==> src/rtl/fx_pkg.sv <==
package fx_pkg;
   typedef enum logic [1:0] {
      FX_NONE  = 2'd0,
      FX_GP    = 2'd1,
      FX_NP    = 2'd2,
      FX_UNSUP = 2'd3
   } fx_fault_e;

   localparam int unsigned FXB_TYPE_LO = 8;
   localparam int unsigned FXB_S       = 12;
   localparam int unsigned FXB_DPL_LO  = 13;
   localparam int unsigned FXB_P       = 15;
   localparam int unsigned FXB_G       = 23;

   localparam logic [3:0] FX_GATE16 = 4'd4;
   localparam logic [3:0] FX_GATE32 = 4'd12;
endpackage

==> src/rtl/fx_desc_decode.sv <==
module fx_desc_decode #(
   parameter bit          HAS_GRAN   = 1'b1,
   parameter int unsigned GRAN_SHIFT = 12
) (
   input  logic [31:0] w1,
   input  logic [31:0] w2,
   output logic [31:0] base,
   output logic [31:0] limit,
   output logic [3:0]  typ,
   output logic        s_flag,
   output logic [1:0]  dpl,
   output logic        present
);
   import fx_pkg::*;

   localparam int unsigned RAW_W = 20;
   localparam logic [31:0] LOW_FILL = 32'((64'd1 << GRAN_SHIFT) - 64'd1);

   initial begin
      if (GRAN_SHIFT < 1 || GRAN_SHIFT > 12)
         $error("fx_desc_decode: GRAN_SHIFT must be 1..12");
   end

   logic [RAW_W-1:0] raw_lim;

   assign base    = {w2[31:24], w2[7:0], w1[31:16]};
   assign raw_lim = {w2[19:16], w1[15:0]};
   assign typ     = w2[FXB_TYPE_LO +: 4];
   assign s_flag  = w2[FXB_S];
   assign dpl     = w2[FXB_DPL_LO +: 2];
   assign present = w2[FXB_P];

   generate
      if (HAS_GRAN) begin : g_gran
         always_comb begin
            if (w2[FXB_G])
               limit = ({12'd0, raw_lim} << GRAN_SHIFT) | LOW_FILL;
            else
               limit = {12'd0, raw_lim};
         end
      end else begin : g_byte
         assign limit = {12'd0, raw_lim};
      end
   endgenerate
endmodule

==> config.mk <==
export PLATFORM = sky130hd
export DESIGN_NAME = fx_desc_decode
export DESIGN_NICKNAME = d
export VERILOG_FILES = /design/src/rtl/fx_pkg.sv /design/src/rtl/fx_desc_decode.sv
export SDC_FILE = /design/constraint.sdc
export NUM_CORES = 1
export LEC_CHECK = 0
export BUFFER_PORTS_ARGS = -buffer_cell sky130_fd_sc_hd__buf_2
export CAP_MARGIN = 20
export CORE_UTILIZATION = 22
export DETAILED_ROUTE_END_ITERATION = 16
export GPL_TIMING_DRIVEN = 0
export PLACE_DENSITY = 0.82
export SETUP_SLACK_MARGIN = 0.15
export SLEW_MARGIN = 20
export SYNTH_ARGS = -nofsm -noshare
export SYNTH_HDL_FRONTEND = slang
export SYNTH_SLANG_ARGS = --single-unit
export TNS_END_PERCENT = 10
==> constraint.sdc <==
create_clock -name vclk -period 0.8
set_clock_uncertainty 0.2 [all_clocks]
set_input_delay 0.08 -clock vclk [all_inputs]
set_output_delay 0.08 -clock vclk [all_outputs]
set_load 0.1 [all_outputs]
==> summary.json, run 1 <==
{
  "floorplan": {
    "die_width_um": 53.6,
    "io_pins": 136,
    "num_rows": 18,
    "floorplan.initialDensity_pct": 23.5,
    "design.core.area_um2": 2500,
    "dieHeight_um": 53.6,
    "design.die.area_um2": 2880
  },
  "routing": {
    "via_count": 831,
    "first_iteration_detailed_routing_drc_count": 4,
    "totalWireLength_um": 3170,
    "vias_per_std_cell": 4.18,
    "drtAntennaViolNets": 0,
    "detailedRoute.firstPassIterationCount": 2,
    "post-route-drc-count": 0,
    "wl_per_cell_um": 15.9
  },
  "grt": {
    "vias_in_the_first_global_route": 914,
    "grt_overflow_total": 0,
    "grt_pass1_wl_um": 4530,
    "global_route.usage.total_pct": 21.6,
    "initial_antenna_violation_count": 0,
    "grt_start_max_net_pins": 11
  },
  "cells_and_area": {
    "layout_cells_sized_above_1_pct": 100,
    "nClkBuffers": 0,
    "area.sequential_um2": 0,
    "layout.cells.most_common_list": "sky130_fd_sc_hd__buf_4 (40), sky130_fd_sc_hd__buf_12 (37), sky130_fd_sc_hd__buf_8 (35), sky130_fd_sc_hd__buf_2 (20)",
    "flops_and_latches": 0,
    "area_growth_pct": 261,
    "antenna_cells": 0,
    "final_cell_count_no_fill": 199,
    "post-route-util_pct": 84.6,
    "nNetsFinal": 235,
    "final_common_cell": "sky130_fd_sc_hd__buf_4"
  },
  "placement": {
    "detailedPlace.worstSlack_ps": -581,
    "place_inst": 198,
    "io_buffer_count": 93,
    "dpl.hpwl_um": 1700,
    "finalWeightedCongestion": 0.702
  },
  "timing": {
    "finalHoldViolations": 0,
    "grt_setup_unrepaired": "yes",
    "max_slew_margin_pct": 86.2,
    "setup_viol": 32,
    "timing.final.crit_period_ps": 1090,
    "tightestPinTransition_ps": 207,
    "maxSlewViolCount": 0,
    "final_clock_period_utilization_by_the_worst_path_pct": 136,
    "maximum_clock_rate_mhz": 917,
    "final_critical_path_setup_slack_ps": -291
  },
  "setup_path": {
    "endpoint_class_of_the_critical_path": "output port",
    "cp_data_arrival_time_ps": 810,
    "timing.critical_path.slowest_cell_delay_ps": 310,
    "critical-path-slowest-cell": "sky130_fd_sc_hd__mux2_4",
    "worst-endpoint-required_ps": 520,
    "crit_path_max_fanout": 6,
    "timing.critical_path.cells": "buf_12 > buf_16 > mux2_4 > buf_12",
    "worst_setup_path_start_kind": "primary input",
    "worst_path_class_setup": "primary input to output port",
    "crit_top_cell": "sky130_fd_sc_hd__buf_12"
  },
  "outcome": {
    "result_of_the_run": "finished with violations",
    "violations": "setup timing"
  },
  "pwr": {
    "power_per_cell_area_nw_per_um2": 1310,
    "pwr-share-comb_pct": 100.0,
    "vdd.ir_drop.worst_mv": 1.01,
    "clockPowerShare_pct": 0,
    "seqPwrFrac_pct": 0,
    "share_of_total_power_consumed_by_net_switching_pct": 64.8,
    "intPower_w": 0.000975,
    "power.net_switching_w": 0.00179,
    "p_leak_nw": 1.07
  },
  "synthesis": {
    "post_synth_instance_area_um2": 587,
    "netlist-cell-type-count": 8,
    "avg_synthesized_cell_area_um2": 7.82,
    "yosys_warnings": 0,
    "mapped_cells": 75,
    "syn_nets": 139,
    "synth_seq_area_share_pct": 0
  },
  "clock_tree": {
    "post_cts_buffers": 0,
    "postCtsHoldBufs": 0
  },
  "worst_hold_path": {
    "hold_crit_depth": 2,
    "holdCritPathClass": "primary input to output port"
  },
  "run": {
    "cap_violations": 0
  }
}
[worst paths after layout]
| kind | start | endpoint |
|---|---|---|
| min | w1[31] | base[15] |
| max | w2[23] | limit[18] |
[per-stage QoR]
stage | hold WS [ps] | power [W] | area, um2 | setup TNS, ps
finish | 219 | 0.00277 | 2120 | -6860
global route | 230 | 0.00283 | 2120 | -7340
CTS | 233 | 0.00272 | 2090 | -6800
detailed placement | 344 | 0.00209 | 1180 | -17500
global placement | 343 | 0.00208 | 1180 | -17450
floorplan | 172 | 0.00185 | 673 | -1940
[cells in the mapped netlist]
cell type | instances | area share [%]
sky130_fd_sc_hd__buf_6 | 1 | 1.9
sky130_fd_sc_hd__and2_2 | 2 | 2.6
sky130_fd_sc_hd__mux2_4 | 6 | 15
sky130_fd_sc_hd__buf_4 | 40 | 51
sky130_fd_sc_hd__or2_2 | 12 | 13
sky130_fd_sc_hd__clkbuf_2 | 2 | 1.7
sky130_fd_sc_hd__mux2_2 | 2 | 3.8
sky130_fd_sc_hd__and2_1 | 10 | 11
[repair_timing]
item,in CTS,in global routing
gates cloned,1,0
pin swaps,5,0
gates resized for setup,251,5
setup endpoints to repair,72,37
[final cells by class]
type / count / area, um2
repair buffers: 94 / 1400
fillers: 117 / 384
plain buffers: 43 / 359
multi-input cells: 32 / 323
well taps: 30 / 37.5
[routing by layer]
layer	global-route usage, %	share of wire [%]	routed length [um]	vias to the layer above
met1	23.6	33	1060	367
li1	-	-	-	382
met3	9.04	15	479	2
met4	3.51	0.85	27	0
met5	0	0	0	-
met2	39.2	51	1600	80
[worst max-delay path: cells and delay by family]
| kind | cells | cell delay, ps |
|---|---|---|
| buffers and inverters | 3 | 420 |
| muxes | 1 | 310 |
[kinds of logic (layout without fill, tap and decap cells)]
family | count (synthesis) | after routing | share of synthesized area (%)
buf+inv | 43 | 137 | 54.8
simple gates | 24 | 24 | 26.0
mux | 8 | 8 | 19.2
[power by group through the flow]
| stage | sequential, W | combinational, W | clock, W |
|---|---|---|---|
| finish | 0 | 0.00277 | 0 |
| global route | 0 | 0.00283 | 0 |
| CTS | 0 | 0.00272 | 0 |
| detailed placement | 0 | 0.00209 | 0 |
| global placement | 0 | 0.00208 | 0 |
| floorplan | 0 | 0.00185 | 0 |
No activity file was read; power rests on OpenSTA's default activity.
==> inputs of run 2 (changes only) <==
- CORE_AREA: default -> 2 2 52 54
- CORE_UTILIZATION: 22 -> default
- DIE_AREA: default -> 0 0 54 56
- PLACE_DENSITY: 0.82 -> 0.85
- SETUP_SLACK_MARGIN: 0.15 -> default
- clock period: 0.8 -> 1.3 ns (I/O delays scaled with it)
==> summary.json, run 2 (synthesis results as in run 1) <==
{
  "floorplan": {
    "design.die.area_um2": 3020,
    "floorplan.initialDensity_pct": 24.1,
    "num_rows": 18,
    "dieHeight_um": 56,
    "design.core.area_um2": 2430,
    "io_pins": 136,
    "die_width_um": 54
  },
  "timing": {
    "grt_setup_unrepaired": "yes",
    "setup-tns-final_ps": 0,
    "setup_viol": 0,
    "timing.final.crit_period_ps": 1280,
    "final_clock_period_utilization_by_the_worst_path_pct": 98.1,
    "tightestPinTransition_ps": 490,
    "finalHoldViolations": 0,
    "hold_slack_ps": 434,
    "maximum_clock_rate_mhz": 784,
    "maxSlewViolCount": 0,
    "max_slew_margin_pct": 67.5
  },
  "setup_path": {
    "endpoint_class_of_the_critical_path": "output port",
    "worst-endpoint-required_ps": 970,
    "cp_data_arrival_time_ps": 950,
    "worst_setup_path_start_kind": "primary input",
    "crit_path_max_fanout": 10,
    "worst_path_class_setup": "primary input to output port"
  },
  "worst_hold_path": {
    "holdCritPathClass": "primary input to output port",
    "hold_crit_depth": 3,
    "holdPathEnd": "limit[7]",
    "min_from": "w1[7]"
  },
  "pwr": {
    "p_leak_nw": 0.762,
    "vdd.ir_drop.worst_mv": 0.577,
    "power_per_cell_area_nw_per_um2": 1030
  },
  "placement": {
    "place_inst": 198,
    "dpl.hpwl_um": 1910,
    "finalWeightedCongestion": 0.697,
    "io_buffer_count": 93
  },
  "cells_and_area": {
    "layout_cells_sized_above_1_pct": 94.6,
    "area_growth_pct": 121,
    "final_common_cell": "sky130_fd_sc_hd__buf_2",
    "nNetsFinal": 234,
    "layout.cells.most_common_list": "sky130_fd_sc_hd__buf_2 (63), sky130_fd_sc_hd__buf_4 (42), sky130_fd_sc_hd__buf_6 (28), sky130_fd_sc_hd__or2_2 (11), sky130_fd_sc_hd__and2_1 (9)",
    "antenna_cells": 0,
    "final_cell_count_no_fill": 198,
    "nClkBuffers": 0,
    "nFillCells": 221,
    "flops_and_latches": 0,
    "area.sequential_um2": 0
  },
  "routing": {
    "via_count": 788,
    "post-route-drc-count": 0,
    "detailedRoute.firstPassIterationCount": 4,
    "vias_per_std_cell": 3.98,
    "drtAntennaViolNets": 0,
    "wl_per_cell_um": 11.8,
    "totalWireLength_um": 2340,
    "first_iteration_detailed_routing_drc_count": 9
  },
  "clock_tree": {
    "postCtsHoldBufs": 0,
    "post_cts_buffers": 0
  },
  "grt": {
    "grt_overflow_total": 0,
    "vias_in_the_first_global_route": 708,
    "grt_start_max_net_pins": 11,
    "global_route.usage.total_pct": 13.4,
    "grt_pass1_wl_um": 3180,
    "initial_antenna_violation_count": 0
  },
  "run": {
    "cap_violations": 0
  },
  "outcome": {
    "result_of_the_run": "finished clean"
  }
}
-- run 2: metrics by stage --
| step | worst slack, ps | instance area (um2) | power [W] | util [%] |
|---|---|---|---|---|
| 2_1_floorplan | -48.4 | 588 | 0.00110 | - |
| 3_3_place_gp | -158 | 1090 | 0.00124 | 44.9 |
| 3_5_place_dp | -168 | 1090 | 0.00125 | 44.9 |
| 4_1_cts | -56.3 | 1270 | 0.00132 | 52.1 |
| 5_1_grt | -8.68 | 1290 | 0.00137 | 53.2 |
| 6_report | 24.3 | 1290 | 0.00133 | 53.2 |
-- run 2: routing by layer --
layer / vias to the layer above / global-route usage (%) / share of wire [%]
li1: 376 / - / -
met1: 328 / 11.7 / 30
met2: 82 / 28.4 / 53
met3: 2 / 2.96 / 16
met4: 0 / 2.50 / 0.81
met5: - / 0 / 0
-- run 2: worst max-delay path, cell delays in order --
cell	delay, ps
sky130_fd_sc_hd__clkbuf_4	150
sky130_fd_sc_hd__buf_4	170
sky130_fd_sc_hd__or2_2	310
sky130_fd_sc_hd__buf_6	190
-- run 2: power by group --
group	internal [W]	switching, W	total, W
Combinational	0.000304	0.00103	0.00133
Sequential	0	0	0
Clock	0	0	0
-- run 2: layout make-up --
class                           instances  area (um2)  share of cell area (%)
Buffer                                 43         328                    25.3
Multi-Input combinational cell         32         269                    20.8
Tap cell                               30        37.5                    2.90
Timing Repair Buffer                   93         661                    51.0
-- run 2: worst max path at each step --
stage                      start  depth (start not counted)   endpoint
after global placement    w2[23]                          4  limit[27]
after global routing      w2[23]                          4   limit[8]
after CTS                 w2[23]                          4  limit[15]
after floorplan           w2[23]                          2  limit[21]
final                     w2[23]                          4   limit[6]
after detailed placement  w2[23]                          4  limit[27]
-- run 2: what timing repair did --
item / CTS / global route
pin swaps: 0 / 0
endpoints found under the setup margin: 30 / 26
resized for setup: 57 / 11
